--- config.mk ---
export PLATFORM = sky130hd
export DESIGN_NAME = operand_fetch
export DESIGN_NICKNAME = d
export VERILOG_FILES = /design/src/rtl/opf_pkg.sv /design/src/rtl/opf_plan.sv /design/src/rtl/opf_seq.sv /design/src/rtl/operand_fetch.sv
export SDC_FILE = /design/constraint.sdc
export NUM_CORES = 1
export LEC_CHECK = 0
export BUFFER_PORTS_ARGS = -buffer_cell sky130_fd_sc_hd__buf_2
export CAP_MARGIN = 20
export CORE_ASPECT_RATIO = 0.75
export CORE_MARGIN = 4
export CORE_UTILIZATION = 47
export DETAILED_ROUTE_END_ITERATION = 10
export PLACE_DENSITY = 0.67
export SETUP_SLACK_MARGIN = 0.3
export SLEW_MARGIN = 20
export SYNTH_ARGS = -nofsm -noshare
export SYNTH_HDL_FRONTEND = slang
export SYNTH_SLANG_ARGS = --single-unit
--- constraint.sdc ---
create_clock -name clk_i -period 5.6 [get_ports clk_i]
set_clock_uncertainty 0.1 [all_clocks]
set_input_delay 0.84 -clock clk_i [delete_from_list [all_inputs] [get_ports clk_i]]
set_output_delay 0.84 -clock clk_i [all_outputs]
set_load 0.02 [all_outputs]
--- src/rtl/opf_pkg.sv ---
package opf_pkg;
  typedef enum logic [3:0] {
    M_IMM  = 4'd0,  M_DIR  = 4'd1,  M_IND  = 4'd2,  M_REG  = 4'd3,
    M_RIND = 4'd4,  M_DISP = 4'd5,  M_REL  = 4'd6,  M_POST = 4'd7,
    M_PRE  = 4'd8,  M_AINC = 4'd9,  M_BUPD = 4'd10, M_POP1 = 4'd11,
    M_POP2 = 4'd12
  } mode_e;

  typedef enum logic [1:0] {S_IDLE, S_REQ, S_RSP, S_DONE} state_e;

  // how the address of the following read is formed from the data just read
  typedef enum logic [1:0] {NX_CHAIN, NX_ADDREG, NX_NEXTWORD} next_e;
endpackage

--- src/rtl/opf_plan.sv ---
module opf_plan
  import opf_pkg::*;
#(
  parameter int DW     = 32,
  parameter int NREG   = 8,
  parameter int SP_SEL = 7,
  localparam int RW    = $clog2(NREG)
) (
  input  logic [3:0]    mode_i,
  input  logic [DW-1:0] a_i,
  input  logic [RW-1:0] rsel_i,
  input  logic [1:0]    level_i,
  input  logic [DW-1:0] pc_i,
  input  logic [DW-1:0] rval_i,
  output logic [RW-1:0] raddr_o,
  output logic [DW-1:0] first_addr_o,
  output logic [2:0]    nreads_o,
  output next_e         nx_o,
  output logic [DW-1:0] imm_opnd_o,
  output logic          ea_valid_o,
  output logic          hold_ea_o,
  output logic          wb_en_o,
  output logic [RW-1:0] wb_addr_o,
  output logic [DW-1:0] wb_data_o
);
  localparam logic [RW-1:0] SP_IDX = SP_SEL[RW-1:0];

  logic [DW-1:0] disp16;
  logic [1:0]    lvl;
  logic          is_pop;

  assign disp16  = {{(DW-16){a_i[15]}}, a_i[15:0]};
  assign lvl     = (level_i == 2'd0) ? 2'd1 : level_i;
  assign is_pop  = (mode_i == M_POP1) || (mode_i == M_POP2);
  assign raddr_o = is_pop ? SP_IDX : rsel_i;

  always_comb begin
    first_addr_o = a_i;
    nreads_o     = 3'd0;
    nx_o         = NX_CHAIN;
    imm_opnd_o   = a_i;
    ea_valid_o   = 1'b0;
    hold_ea_o    = 1'b0;
    wb_en_o      = 1'b0;
    wb_addr_o    = rsel_i;
    wb_data_o    = '0;
    case (mode_i)
      M_DIR: begin
        nreads_o   = 3'd1;
        ea_valid_o = 1'b1;
      end
      M_IND: begin
        nreads_o   = {1'b0, lvl} + 3'd1;
        ea_valid_o = 1'b1;
      end
      M_REG: imm_opnd_o = rval_i;
      M_RIND: begin
        first_addr_o = rval_i;
        nreads_o     = 3'd1;
        ea_valid_o   = 1'b1;
      end
      M_DISP: begin
        first_addr_o = a_i + rval_i;
        nreads_o     = 3'd1;
        ea_valid_o   = 1'b1;
      end
      M_REL: begin
        first_addr_o = a_i + pc_i;
        nreads_o     = 3'd1;
        ea_valid_o   = 1'b1;
      end
      M_POST: begin
        nreads_o   = 3'd2;
        nx_o       = NX_ADDREG;
        ea_valid_o = 1'b1;
      end
      M_PRE: begin
        first_addr_o = a_i + rval_i;
        nreads_o     = 3'd2;
        ea_valid_o   = 1'b1;
      end
      M_AINC: begin
        first_addr_o = a_i + rval_i;
        nreads_o     = 3'd1;
        ea_valid_o   = 1'b1;
        wb_en_o      = 1'b1;
        wb_data_o    = rval_i + 1'b1;
      end
      M_BUPD: begin
        first_addr_o = rval_i + disp16;
        nreads_o     = 3'd1;
        ea_valid_o   = 1'b1;
        wb_en_o      = 1'b1;
        wb_data_o    = rval_i + disp16;
      end
      M_POP1: begin
        first_addr_o = rval_i;
        nreads_o     = 3'd1;
        ea_valid_o   = 1'b1;
        wb_en_o      = 1'b1;
        wb_addr_o    = SP_IDX;
        wb_data_o    = rval_i + 1'b1;
      end
      M_POP2: begin
        first_addr_o = rval_i;
        nreads_o     = 3'd2;
        nx_o         = NX_NEXTWORD;
        ea_valid_o   = 1'b1;
        hold_ea_o    = 1'b1;
        wb_en_o      = 1'b1;
        wb_addr_o    = SP_IDX;
        wb_data_o    = rval_i + 2'd2;
      end
      default: ;
    endcase
  end
endmodule

--- src/rtl/opf_seq.sv ---
module opf_seq
  import opf_pkg::*;
#(
  parameter int DW  = 32,
  parameter int RW  = 3
) (
  input  logic          clk_i,
  input  logic          rst_ni,
  input  logic          start_i,
  input  logic [DW-1:0] first_addr_i,
  input  logic [2:0]    nreads_i,
  input  next_e         nx_i,
  input  logic [DW-1:0] imm_opnd_i,
  input  logic [DW-1:0] rval_i,
  input  logic          ea_valid_i,
  input  logic          hold_ea_i,
  input  logic          wb_en_i,
  input  logic [RW-1:0] wb_addr_i,
  input  logic [DW-1:0] wb_data_i,
  input  logic [DW-1:0] mem_rdata_i,
  output logic          busy_o,
  output logic          done_o,
  output logic [DW-1:0] operand_o,
  output logic [DW-1:0] operand_b_o,
  output logic [DW-1:0] ea_o,
  output logic          ea_valid_o,
  output logic          mem_req_o,
  output logic [DW-1:0] mem_addr_o,
  output logic          rf_we_o,
  output logic [RW-1:0] rf_waddr_o,
  output logic [DW-1:0] rf_wdata_o
);
  state_e        state_q;
  next_e         nx_q;
  logic [DW-1:0] addr_q, radd_q, opnd_q, opnd_b_q, ea_q, wb_data_q;
  logic [2:0]    left_q;
  logic          first_q, eav_q, hold_q, wb_en_q;
  logic [RW-1:0] wb_addr_q;
  logic [DW-1:0] next_addr;

  always_comb begin
    case (nx_q)
      NX_ADDREG:   next_addr = mem_rdata_i + radd_q;
      NX_NEXTWORD: next_addr = addr_q + 1'b1;
      default:     next_addr = mem_rdata_i;
    endcase
  end

  always_ff @(posedge clk_i or negedge rst_ni) begin
    if (!rst_ni) begin
      state_q   <= S_IDLE;
      nx_q      <= NX_CHAIN;
      addr_q    <= '0;
      radd_q    <= '0;
      opnd_q    <= '0;
      opnd_b_q  <= '0;
      ea_q      <= '0;
      left_q    <= '0;
      first_q   <= 1'b0;
      eav_q     <= 1'b0;
      hold_q    <= 1'b0;
      wb_en_q   <= 1'b0;
      wb_addr_q <= '0;
      wb_data_q <= '0;
    end else begin
      case (state_q)
        S_IDLE: if (start_i) begin
          state_q   <= (nreads_i == 3'd0) ? S_DONE : S_REQ;
          nx_q      <= nx_i;
          addr_q    <= first_addr_i;
          radd_q    <= rval_i;
          opnd_q    <= imm_opnd_i;
          opnd_b_q  <= '0;
          ea_q      <= first_addr_i;
          left_q    <= nreads_i;
          first_q   <= 1'b1;
          eav_q     <= ea_valid_i;
          hold_q    <= hold_ea_i;
          wb_en_q   <= wb_en_i;
          wb_addr_q <= wb_addr_i;
          wb_data_q <= wb_data_i;
        end
        S_REQ: begin
          state_q <= S_RSP;
          if (!hold_q) ea_q <= addr_q;
        end
        S_RSP: begin
          if (nx_q == NX_NEXTWORD && !first_q) opnd_b_q <= mem_rdata_i;
          else                                 opnd_q   <= mem_rdata_i;
          addr_q  <= next_addr;
          left_q  <= left_q - 3'd1;
          first_q <= 1'b0;
          state_q <= (left_q == 3'd1) ? S_DONE : S_REQ;
        end
        default: state_q <= S_IDLE;
      endcase
    end
  end

  assign busy_o      = (state_q != S_IDLE);
  assign done_o      = (state_q == S_DONE);
  assign mem_req_o   = (state_q == S_REQ);
  assign mem_addr_o  = addr_q;
  assign operand_o   = opnd_q;
  assign operand_b_o = opnd_b_q;
  assign ea_valid_o  = eav_q;
  assign ea_o        = eav_q ? ea_q : '0;
  assign rf_we_o     = done_o && wb_en_q;
  assign rf_waddr_o  = wb_addr_q;
  assign rf_wdata_o  = wb_data_q;
endmodule

--- src/rtl/operand_fetch.sv ---
module operand_fetch
  import opf_pkg::*;
#(
  parameter int DW     = 32,
  parameter int NREG   = 8,
  parameter int SP_SEL = 7,
  localparam int RW    = $clog2(NREG)
) (
  input  logic          clk_i,
  input  logic          rst_ni,
  input  logic          start_i,
  input  logic [3:0]    mode_i,
  input  logic [DW-1:0] addr_i,
  input  logic [RW-1:0] rsel_i,
  input  logic [1:0]    level_i,
  input  logic [DW-1:0] pc_i,
  output logic          busy_o,
  output logic          done_o,
  output logic [DW-1:0] operand_o,
  output logic [DW-1:0] operand_b_o,
  output logic [DW-1:0] ea_o,
  output logic          ea_valid_o,
  output logic          mem_req_o,
  output logic [DW-1:0] mem_addr_o,
  input  logic [DW-1:0] mem_rdata_i,
  output logic [RW-1:0] rf_raddr_o,
  input  logic [DW-1:0] rf_rdata_i,
  output logic          rf_we_o,
  output logic [RW-1:0] rf_waddr_o,
  output logic [DW-1:0] rf_wdata_o
);
  logic [DW-1:0] first_addr, imm_opnd, wb_data;
  logic [2:0]    nreads;
  next_e         nx;
  logic          ea_valid, hold_ea, wb_en;
  logic [RW-1:0] wb_addr;

  opf_plan #(.DW(DW), .NREG(NREG), .SP_SEL(SP_SEL)) u_plan (
    .mode_i      (mode_i),
    .a_i         (addr_i),
    .rsel_i      (rsel_i),
    .level_i     (level_i),
    .pc_i        (pc_i),
    .rval_i      (rf_rdata_i),
    .raddr_o     (rf_raddr_o),
    .first_addr_o(first_addr),
    .nreads_o    (nreads),
    .nx_o        (nx),
    .imm_opnd_o  (imm_opnd),
    .ea_valid_o  (ea_valid),
    .hold_ea_o   (hold_ea),
    .wb_en_o     (wb_en),
    .wb_addr_o   (wb_addr),
    .wb_data_o   (wb_data)
  );

  opf_seq #(.DW(DW), .RW(RW)) u_seq (
    .clk_i       (clk_i),
    .rst_ni      (rst_ni),
    .start_i     (start_i),
    .first_addr_i(first_addr),
    .nreads_i    (nreads),
    .nx_i        (nx),
    .imm_opnd_i  (imm_opnd),
    .rval_i      (rf_rdata_i),
    .ea_valid_i  (ea_valid),
    .hold_ea_i   (hold_ea),
    .wb_en_i     (wb_en),
    .wb_addr_i   (wb_addr),
    .wb_data_i   (wb_data),
    .mem_rdata_i (mem_rdata_i),
    .busy_o      (busy_o),
    .done_o      (done_o),
    .operand_o   (operand_o),
    .operand_b_o (operand_b_o),
    .ea_o        (ea_o),
    .ea_valid_o  (ea_valid_o),
    .mem_req_o   (mem_req_o),
    .mem_addr_o  (mem_addr_o),
    .rf_we_o     (rf_we_o),
    .rf_waddr_o  (rf_waddr_o),
    .rf_wdata_o  (rf_wdata_o)
  );
endmodule

Yosys cells after proc, flatten, opt, wreduce, memory -nomap -nowiden

Cells that the tools add are included.
W data, S select, Z words.

Output and inout port bits: 171
Bits in registers: 206
Word-level logic and storage cells: 99
Input bits: 140

Multiplexer cells: 31
Reduce and logical (&&, ||, !) cells: 23
$add $sub $neg: 9
Equality and inequality tests: 22

Operators with widths:

| operator                | count |
|---|---|
| $pmux W32 S2            | 5 |
| $mux W32                | 8 |
| $add A32 B32 Y32        | 4 |
| $pmux W32 S4            | 1 |
| $pmux W32 S3            | 1 |
| $add A32 B1 Y32 const B | 2 |
| $add A32 B2 Y32 const B | 1 |
| $eq A4 B4 Y1 const B    | 5 |
| $eq A4 B3 Y1 const B    | 4 |
| $reduce_or A11 Y1       | 1 |
| $mux W3                 | 3 |
| $pmux W3 S3             | 1 |
| $reduce_and A3 Y1       | 3 |
| $reduce_or A3 Y1        | 3 |
| $eq A4 B2 Y1 const B    | 2 |
| $mux W2                 | 4 |
| $reduce_or A7 Y1        | 1 |
| $eq A2 B2 Y1 const B    | 3 |
| $ne A2 B2 Y1 const B    | 3 |
| $pmux W2 S3             | 1 |
| $pmux W3 S2             | 1 |
| $reduce_bool A2 Y1      | 3 |
| $eq A2 B1 Y1 const B    | 2 |
| $eq A4 B1 Y1 const B    | 1 |
| other kinds (15)        | 22 |

Depth between registers and ports, before layout

Depth after elaboration: 8
Mapped depth: 18
Depth with buffers taken out: 16

By module

From an unflattened synthesis, not the netlist that was laid out.

Cell total of the unflattened synthesis: 2278
Area, all modules: 17964.7 sq um

By module, submodules not included:

| module   | cells each | times used | area each (sq um) | sequential area each (sq um) |
|---|---|---|---|---|
| opf_seq  | 1384       | 1          | 11752.5           | 5154.9 |
| opf_plan | 894        | 1          | 6212.2            | 0.0 |

Least setup slack after synthesis

Ideal clock, no wire load.

Kind: in2reg
Start: in mode_i[3]
End: reg u_seq.addr_q[31], in the netlist u_seq.mem_addr_o[31]
Data required time: 5.362 ns
Setup slack: 0.624 ns
Path buffers: 2
Setup time: 0.138 ns
Cell stages on the path: 17
Data arrival time: 4.737 ns
Cell sequence: clkbuf_1 > nor2b_1 > nand2_1 > a21oi_1 > clkbuf_1 > mux2_2 > ha_1 > a21o_1 > a221oi_2 > o21ai_1 > a31o_2 > a41oi_2 > o31ai_1 > o211ai_1 > mux2_2 > a211oi_2 > o211ai_1

Word-level cells in the longest chain between the ends: 5
Elaborated cells on any way between the ends: 13
Those cells by class: eq/ne (8); mux (3); reduce/logical (2)

RTL lines:

| item                                         | line                | RTL |
|---|---|---|
| start, declared                              | operand_fetch.sv:12 | `input logic [3:0] mode_i,` |
| $eq A4 B3 Y1 or $eq A4 B4 Y1 (tied branches) | opf_plan.sv:47      | `case (mode_i)` |
| $reduce_or A3 Y1 (no source line)            | --                  |  |
| $pmux W32 S4 *                               | opf_plan.sv:47      |  |
| $mux W32 *                                   | opf_seq.sv:67       | `S_IDLE: if (start_i) begin` |
| $pmux W32 S2 *                               | opf_seq.sv:66       | `case (state_q)` |
| end signal, assigned                         | opf_seq.sv:70       | `addr_q <= first_addr_i;` |
| end signal, assigned                         | opf_seq.sv:90       | `addr_q <= next_addr;` |
| end, declared                                | opf_seq.sv:35       | `logic [DW-1:0] addr_q, radd_q, opnd_q, opnd_b_q, ea_q, wb_data_q;` |

Mark *: on every way between the ends. The rest lies on a longest branch, timed or not. The select of a mux whose other input is x is not followed.
A chain may end at the register's enable or synchronous reset.

Worst setup path after layout

Start: in mode_i[2]
End: reg u_seq.addr_q[31], in the netlist u_seq.mem_addr_o[31]

Same word-level chain as after synthesis.

==> summary.md <==
| Metric | Value |
|---|---|
| Inst Count DP | `between 2000 and 3000` |
| Max incr delay on CP | `around 0.55 ns` |
| Leak pwr | `between 0.009 and 0.01 µW` |
| DRC Markers | `0` |
| Top FF cell, synth | `dfrtp_1` |
| Post-Route WL | `between 80 and 90 mm` |
| PwrDens | `a little over 500 nW/µm²` |
| Final Cycle Share | `0.900` |
| Sw Share | `0.506` |
| Hold_buf cts | `0` |
| RSZ-0062 raised after global routing | `false` |
| Status | `completed` |
| Max cap viols | `0` |
| Largest net degree at the start of global routing | `between 100 and 150` |
| FMAX | `a little under 200 MHz` |
| Async SR Flop Fraction | `1.00` |
| PortBufs | `a little over 300` |
| # setup viols final | `0` |
| Most common cell after layout, fill and taps aside | `nand2_1` |
| WP data required | `~6 ns` |
| Number of warning messages in the yosys log | `0` |
| Int Power | `5080 µW` |
| Post-Syn Area | `17400 µm²` |
| Share of post-route cells with drive strength above 1 | `0.196` |
| Post-cts gate resize count | `0` |
| Total GRT Usage | `0.393` |
| Placeable Area | `between 30000 and 40000 µm²` |
| Combinational share of power | `0.563` |
| Sequential-to-total area share from yosys stat | `0.297` |
| WL/cell | `28.0 µm` |
| Htree depth | `1` |
| Vias | `between 15000 and 20000` |
| Number of global-route vias before repair | `around 18000` |
| Routed Antenna Nets | `0` |
| Buf+Inv Stages, Crit Path | `1` |
| Num rows | `60` |
| Slowest-stage cell, CP | `a21oi_4` |
| CP max FO | `11` |
| Post-route design area | `approximately 20000 µm²` |
| Post-synth EDFFs | `0` |
| Width of the die | `230 µm` |
| Crit end category | `flop` |
| CP arrival | `5.33 ns` |
| Drt first-iter violations | `around 2700` |
| CTS tree | `done` |
| First-pass GRT wire length | `roughly 120 mm` |
| Cell area after placement | `approximately 19000 µm²` |
| Post-route non-filler standard cell count | `roughly 2900` |
| P_sw | `approximately 5200 µW` |
| Critical path type | `input pin to flop` |
| Clk network pwr share | `0.161` |
| Seq cells post-synth | `between 200 and 250` |
| Clock Path Buffers | `3` |
| Gr ovfl total | `0` |
| Path category of the worst min-delay check | `input pin to asynchronous set/reset pin` |
| Critical path's top delay family | `compound AO/OA/AOI/OAI gates` |
| Die Ht | `~170 µm` |
| Nets in the synthesized netlist | `approximately 2400` |
| Placer Congestion | `approximately 1.0` |
| PnR Total Power | `roughly 10000 µW` |
| CTS Root Cell | `clkbuf_16` |
| Full die area | `approximately 40000 µm²` |
| Most frequent cells in the layout | `nand2_1, buf_2, o21ai_0` |
| Avg Inst Size Synth | `slightly below 8 µm²` |
| Initial antenna violation count | `6` |
| Slew HR | `0.185` |
| Setup tns final | `0 ns` |
| Worst setup SP type | `input pin` |
| CTS buffer count | `25` |
| Vias/cell | `6.50` |
| Postcts setup bufs | `0` |
| Critical path cell sequence | `buf_2 > nor2b_1 > nand2_1 > a21oi_4 > mux2_2 > ha_1 > a21o_1 > a221oi_2 > o21ai_1 > a31o_2 > a41oi_2 > o31ai_1 > o211ai_1 > mux2_2 > a211oi_2 > o211ai_1` |
| Actual slew at the worst max-slew pin | `~1.2 ns` |
| Max-slew violations | `0` |
| Dpl hpwl | `about 64 mm` |
| Clk_lat worst skew | `0.54 ns` |
| Final Hold Fails | `0` |
| Post-Synthesis Cells | `about 2200` |
| Finished Core Util | `0.559` |
| Nets | `roughly 2700` |
| Maximum vdd drop | `about 0.35 mV` |
| Pre-Repair DR Iteration Count | `6` |
| Synth unique cells | `around 90` |
| Starting density of the core | `0.480` |
| Area Overhead vs Synth | `16.5%` |
| CTS sink cnt | `roughly 200` |
| Worst-path clk slew | `0.07 ns` |
| Part of the power in registers | `0.276` |
| Crit path time final | `slightly above 5 ns` |
| I/O pin count | `311` |
## worst reg2reg max path, delay by kind of cell (launching register included)
family,cells,cell delay (ns)
AO/OA/AOI/OAI,8,2.07
XOR/XNOR,1,0.10
adder cells (fa/ha/maj),2,0.66
flip-flops,1,0.39
AND/OR/NAND/NOR,1,0.09
## through the flow
step	hold WS [ns]	setup WS, ns
after floorplan	0.340	0.624
after global placement	0.355	0.297
after detailed placement	0.360	0.216
after CTS	0.346	0.730
after global routing	0.366	0.392
final	0.283	0.559
## layout make-up
class,instances,area (µm²)
diodes,3,7.51
clock buffers,34,699
clock inverters,8,98.8
fillers,3536,16000
inverters,35,131
multi-input cells,1797,11600
flip-flops and latches,206,5150
well taps,496,621
repair buffers,358,1950
## sequential cells by signal, indices dropped and copies added (netlist names)
| signal | count |
|---|---|
| u_seq.mem_addr_o | 32 |
| u_seq.operand_b_o | 32 |
| u_seq.left_q | 3 |
| u_seq.nx_q | 2 |
| u_seq.rf_wdata_o | 32 |
| u_seq.radd_q | 32 |
| u_seq.state_q | 2 |
| u_seq.ea_valid_o | 1 |
| u_seq.operand_o | 32 |
| u_seq.ea_q | 32 |
| u_seq.hold_q | 1 |
| u_seq.first_q | 1 |
| u_seq.wb_en_q | 1 |
| u_seq.rf_waddr_o | 3 |
## synth_stat cells (8+ instances only)
| master | count | area (µm²) |
|---|---|---|
| nand2_1 | 351 | 1320 |
| o21ai_0 | 252 | 1260 |
| dfrtp_1 | 206 | 5150 |
| a21oi_1 | 157 | 786 |
| nor2_1 | 143 | 537 |
| clkbuf_1 | 133 | 499 |
| ha_1 | 107 | 1340 |
| xnor2_1 | 67 | 587 |
| a21o_1 | 61 | 458 |
| nand3_1 | 45 | 225 |
| xor2_1 | 45 | 394 |
| and2_1 | 43 | 269 |
| mux2i_1 | 41 | 410 |
| o21a_1 | 38 | 285 |
| mux2_2 | 36 | 405 |
| inv_1 | 35 | 131 |
| a22oi_1 | 30 | 225 |
| a221oi_1 | 29 | 254 |
| and3_1 | 29 | 181 |
| a211oi_1 | 27 | 203 |
| a31oi_1 | 26 | 163 |
| nand4_1 | 25 | 156 |
| nor3_1 | 23 | 115 |
| o211ai_1 | 16 | 120 |
| a221o_1 | 15 | 150 |
| nand2b_1 | 12 | 75.1 |
| nor2b_1 | 12 | 75.1 |
| a22o_1 | 11 | 96.3 |
| o21bai_1 | 10 | 75.1 |
| o21ai_1 | 9 | 45.0 |
| o31ai_1 | 9 | 67.6 |
| buf_2 | 8 | 40.0 |
| or3_1 | 8 | 50.1 |
## logic make-up after synthesis
kind of cell    count (synthesis)  share of synthesized area
compound gates                771                      0.287
xor+xnor                      112                     0.0565
fa+ha+maj                     111                     0.0812
buf+inv                       183                     0.0406
flops                         206                      0.297
mux                            77                     0.0470
simple gates                  726                      0.190
## worst paths after layout
| kind | startpoint | endpoint | slack (ns) | cells after the start |
|---|---|---|---|---|
| max | mode_i[2] | u_seq.mem_addr_o[31] | 0.56 | 16 |
| min | rst_ni | u_seq.mem_addr_o[9] | 0.28 | 1 |
| max reg2reg | u_seq.radd_q[0] | u_seq.mem_addr_o[30] | 2.06 | 12 |
| min reg2reg | u_seq.ea_q[17] | u_seq.ea_q[17] | 0.37 | 1 |
| max in group asynchronous | rst_ni | u_seq.operand_b_o[24] | 3.96 | 2 |
| min in group clk_i | u_seq.ea_q[17] | u_seq.ea_q[17] | 0.37 | 1 |
## power groups by stage
stage	registers (µW)	clock network, µW	logic, µW
after floorplan	3040	0	3380
after global placement	2790	0	5570
after detailed placement	2810	0	5630
after CTS	2800	1680	5660
after global routing	2890	1730	6240
final	2840	1660	5790
## per-layer routing
layer	track usage	vias up	wire [µm]
met5	0	-	29
met2	0.520	1224	31300
met1	0.601	9255	36800
met4	0.112	4	2760
met3	0.132	170	11400
li1	-	8442	-
Note: power is estimated with default switching activity, not from simulation.
